$ cat config.mk
export PLATFORM = sky130hd
export DESIGN_NAME = mod3_serial_tracker
export DESIGN_NICKNAME = d
export VERILOG_FILES = /design/src/rtl/mod3_pkg.sv /design/src/rtl/mod3_step.sv /design/src/rtl/mod3_state_reg.sv /design/src/rtl/mod3_zero_flag.sv /design/src/rtl/mod3_serial_tracker.sv
export SDC_FILE = /design/constraint.sdc
export NUM_CORES = 1
export LEC_CHECK = 0
export BUFFER_PORTS_ARGS = -buffer_cell sky130_fd_sc_hd__buf_4
export CAP_MARGIN = 5
export CORE_AREA = 2 2 39 41
export DETAILED_ROUTE_END_ITERATION = 7
export DIE_AREA = 0 0 41 43
export PLACE_DENSITY_LB_ADDON = 0.05
export SLEW_MARGIN = 15
export SYNTH_ARGS = -nofsm -noshare
export SYNTH_HDL_FRONTEND = slang
export SYNTH_SLANG_ARGS = --single-unit
$ cat constraint.sdc
create_clock -name clk -period 1.1 [get_ports clk]
set_clock_uncertainty 0.15 [all_clocks]
set_input_delay 0.22 -clock clk [delete_from_list [all_inputs] [get_ports clk]]
set_output_delay 0.22 -clock clk [all_outputs]
set_load 0.03 [all_outputs]
$ cat src/rtl/mod3_pkg.sv
// Package: shared types for the serial modulo-3 tracker.
// Assumes the remainder is always one of three legal codes; 2'b11 is unused.
package mod3_pkg;
    localparam int REM_W = 2;

    typedef enum logic [REM_W-1:0] {
        REM0 = 2'b00,
        REM1 = 2'b01,
        REM2 = 2'b10
    } rem_t;
endpackage

$ cat src/rtl/mod3_step.sv
// Module: mod3_step
// Computes the next remainder (2*cur + din) mod 3 for one serial bit.
// Assumes cur holds a legal code; any illegal code maps to REM0.
module mod3_step
    import mod3_pkg::*;
(
    input  rem_t cur,
    input  logic din,
    output rem_t nxt
);
    // Purpose: double-and-add transition table, reduced modulo 3.
    always_comb begin
        case (cur)
            REM0:    nxt = din ? REM1 : REM0;
            REM1:    nxt = din ? REM0 : REM2;
            REM2:    nxt = din ? REM2 : REM1;
            default: nxt = REM0;
        endcase
    end
endmodule

$ cat src/rtl/mod3_state_reg.sv
// Module: mod3_state_reg
// Holds the remainder; loads d when adv is high, clears on low rst_n.
// Assumes rst_n is synchronous to clk and has priority over adv.
module mod3_state_reg
    import mod3_pkg::*;
(
    input  logic clk,
    input  logic rst_n,
    input  logic adv,
    input  rem_t d,
    output rem_t q
);
    // Purpose: synchronous clear, otherwise advance only on a valid bit.
    always_ff @(posedge clk) begin
        if (!rst_n) begin
            q <= REM0;
        end else if (adv) begin
            q <= d;
        end
    end
endmodule

$ cat src/rtl/mod3_zero_flag.sv
// Module: mod3_zero_flag
// Decodes the divisible-by-3 flag from the remainder state, combinationally.
// Assumes cur is a legal code.
module mod3_zero_flag
    import mod3_pkg::*;
(
    input  rem_t cur,
    output logic is_zero
);
    // Purpose: flag high whenever the remainder equals zero.
    always_comb begin
        is_zero = (cur == REM0);
    end
endmodule

$ cat src/rtl/mod3_serial_tracker.sv
// Module: mod3_serial_tracker (top)
// Tracks, bit by bit, an MSB-first binary number modulo 3.
// Assumes one bit per cycle in which bit_vld is high; the stream length is unbounded.
module mod3_serial_tracker
    import mod3_pkg::*;
(
    input  logic             clk,
    input  logic             rst_n,
    input  logic             bit_vld,
    input  logic             bit_in,
    output logic [REM_W-1:0] rem_o,
    output logic             div_o
);
    rem_t rem_q;
    rem_t rem_d;

    mod3_step u_step (
        .cur (rem_q),
        .din (bit_in),
        .nxt (rem_d)
    );

    mod3_state_reg u_reg (
        .clk   (clk),
        .rst_n (rst_n),
        .adv   (bit_vld),
        .d     (rem_d),
        .q     (rem_q)
    );

    mod3_zero_flag u_flag (
        .cur     (rem_q),
        .is_zero (div_o)
    );

    // Purpose: expose the remainder code at the port.
    always_comb begin
        rem_o = rem_q;
    end
endmodule

==> impl_metrics.tcl <==
set metrics [dict create \
    port_buffers 6 \
    violations "negative setup slack" \
    fin_util 0.1781 \
    crit_arrival_ns 0.79 \
    reg2reg_from "u_reg.q[0]$_SDFFE_PN0P_" \
    largest_reg_flops 2 \
    hold_viol 0 \
    final_cell_mix "buf_4, buf_6, clkbuf_4" \
    die_x_um 41 \
    nets 28 \
    track_usage 0.05711 \
    multi_input_area_um2 81.33 \
    place_area_um2 176.4 \
    pwr-share-comb 0.211 \
    power_frac_seq 0.262 \
    rr_endpoint "u_reg.q[1]$_SDFFE_PN0P_" \
    rsz0062_at_grt "true" \
    fmax_mhz 859.1 \
    fillCellCount 156 \
    clk_latency_ns 0.22 \
    clk_path_buf_depth 2 \
    design_area_um2 246.5 \
    drt-total-wl_um 319 \
    cts.htree.levels 1 \
    worst_slack_ns -0.06407 \
    hp-start "rst_n" \
    p_sw_mw 0.07295 \
    power_density_nw_per_um2 1231 \
    avgSynthCellArea_um2 9.668 \
    first_global_vias 158 \
    ant_nets 0 \
    cts_root_buf "clkbuf_4" \
    drc 0 \
    via_count 122 \
    largest-register "u_reg.q" \
    drv_slew 0 \
    regArea_um2 47.55 \
    grt_pass1_wl_um 593 \
    syn_to_final_growth_pct 131.8 \
    synth_top_cell_by_area "dfxtp_1" \
    crit_path_start_kind "flip-flop" \
    maxSlewHeadroom 0.9096 \
    rows 14 \
    fin_crit_sh 1.058 \
    critPathCapture "div_o" \
    synthesis.area_um2 106.4 \
    drtIter0Drc 0 \
    tightest_slew_ns 0.1342 \
    clockPowerShare 0.527 \
    hpwl_um 228.7 \
    hp-class "in2reg" \
    netlist_instances 11 \
    setup_viol 1 \
    p_int_mw 0.2305 \
    dieArea_um2 1763 \
    startpoint "u_reg.q[1]$_SDFFE_PN0P_" \
    fin_cells 38 \
    clk_pin_slew_ns 0.03 \
    synth_top_cell_area_share 0.3765 \
    cap_violations 0 \
    grt_max_degree 5 \
    antenna_found_initial 0 \
    numCtsBuffers 3 \
    yosys-top-cells-area "dfxtp_1, nand3b_1, and4bb_1, xnor2_1, a21boi_1" \
    ios 7 \
    cts_tree "done" \
    clkSinkCount 2 \
    dp_slack_ns 0.09511 \
    worstSetupPathType "reg2out" \
    grt.overflow.total 0 \
    synth_nets 15 \
    die_h_um 43 \
    switching_share 0.2404 \
    status "finished with violations" \
    finalWeightedCongestion 0.5743 \
    critPathCaptureType "output pin" \
    r2r_slack_ns 0.01 \
    total_leakage_power_nw 0.1029 \
    n_antenna_cell 0 \
    post-route-min-period_ns 1.164 \
    viasPerCell 3.211 \
    core_area_um2 1384 \
    ys_warn_count 0 \
    required_ns 0.73 \
    synth_seq_area_share 0.3765 \
    fin_hold_ws_ns 0.08074 \
    dr.pass1.iters 1 \
    largest_registers "u_reg.q: 2 flops" \
    wl_per_cell_um 8.395 \
    dp.cells 33 \
    start_util 0.07685 \
    drive_above_1_share 0.6818 \
    synth_seq_cells 2 \
    rr_worst_depth 3 \
    ir_drop_mv 0.2980 \
    synthDistinctLibCells 9 \
    hold_buffers 0 \
    crit_path_max_fanout 3 \
]
metal layers:
metal | vias to the layer above | GRT usage | routed length, um
met4 | 0 | 0.08000 | 0
met2 | 3 | 0.07813 | 193
met1 | 57 | 0.04473 | 102
met5 | - | 0 | 0
met3 | 0 | 0.03141 | 23
li1 | 62 | - | -
Yosys cell counts, drive strengths merged:
| cell | number |
|---|---|
| and4bb | 1 |
| xnor2 | 1 |
| o21ai | 1 |
| nand2b | 1 |
| dfxtp | 2 |
| o21a | 1 |
| nand3b | 2 |
| a21boi | 1 |
| nor2 | 1 |
power groups by stage:
stage          Sequential [mW]  Combinational [mW]  Clock [mW]
2_1_floorplan           0.0886              0.0179           0
3_3_place_gp            0.0836              0.0476           0
3_5_place_dp            0.0833              0.0472           0
4_1_cts                 0.0790              0.0582       0.173
5_1_grt                 0.0802              0.0690       0.180
6_report                0.0795              0.0640       0.160
area by class of cell:
| class | count | area share |
|---|---|---|
| clock buffers | 3 | 0.09137 |
| well taps | 16 | 0.08122 |
| repair buffers | 8 | 0.3046 |
| multi-input cells | 9 | 0.3299 |
| flip-flops and latches | 2 | 0.1929 |
worst min-delay path by stage:
stage	endpoint	slack [ns]	cells after the start
floorplan	u_reg.q[1]$_SDFFE_PN0P_	0.19	1
global placement	u_reg.q[1]$_SDFFE_PN0P_	0.33	2
detailed placement	u_reg.q[1]$_SDFFE_PN0P_	0.31	2
CTS	u_reg.q[1]$_SDFFE_PN0P_	0.08	2
global route	u_reg.q[1]$_SDFFE_PN0P_	0.09	2
finish	u_reg.q[1]$_SDFFE_PN0P_	0.08	2
critical path, stage by stage (launching register included):
cell     delay, ns
dfxtp_4       0.35
nor2_4        0.10
buf_6         0.13
stage by stage:
step	total power, mW	TNS (ns)
2_1_floorplan	0.1065	0
3_3_place_gp	0.1311	0
3_5_place_dp	0.1305	0
4_1_cts	0.3099	-0.1135
5_1_grt	0.3291	-0.1513
6_report	0.3034	-0.06407
what timing repair did:
item,CTS,global route
pin swaps,3,3
cloned,0,0
hold endpoints to repair,0,0
setup buffers,2,0
gates resized for setup,5,3
setup endpoints to repair,3,4
logic make-up (layout without fill, tap and decap cells):
group / Yosys count / after routing / synth area share
compound gates: 3 / 3 / 0.1882
flops: 2 / 2 / 0.3765
xor+xnor: 1 / 1 / 0.08237
buf+inv: 0 / 11 / 0
simple gates: 5 / 5 / 0.3529
No activity file was read; power rests on OpenSTA's default activity.
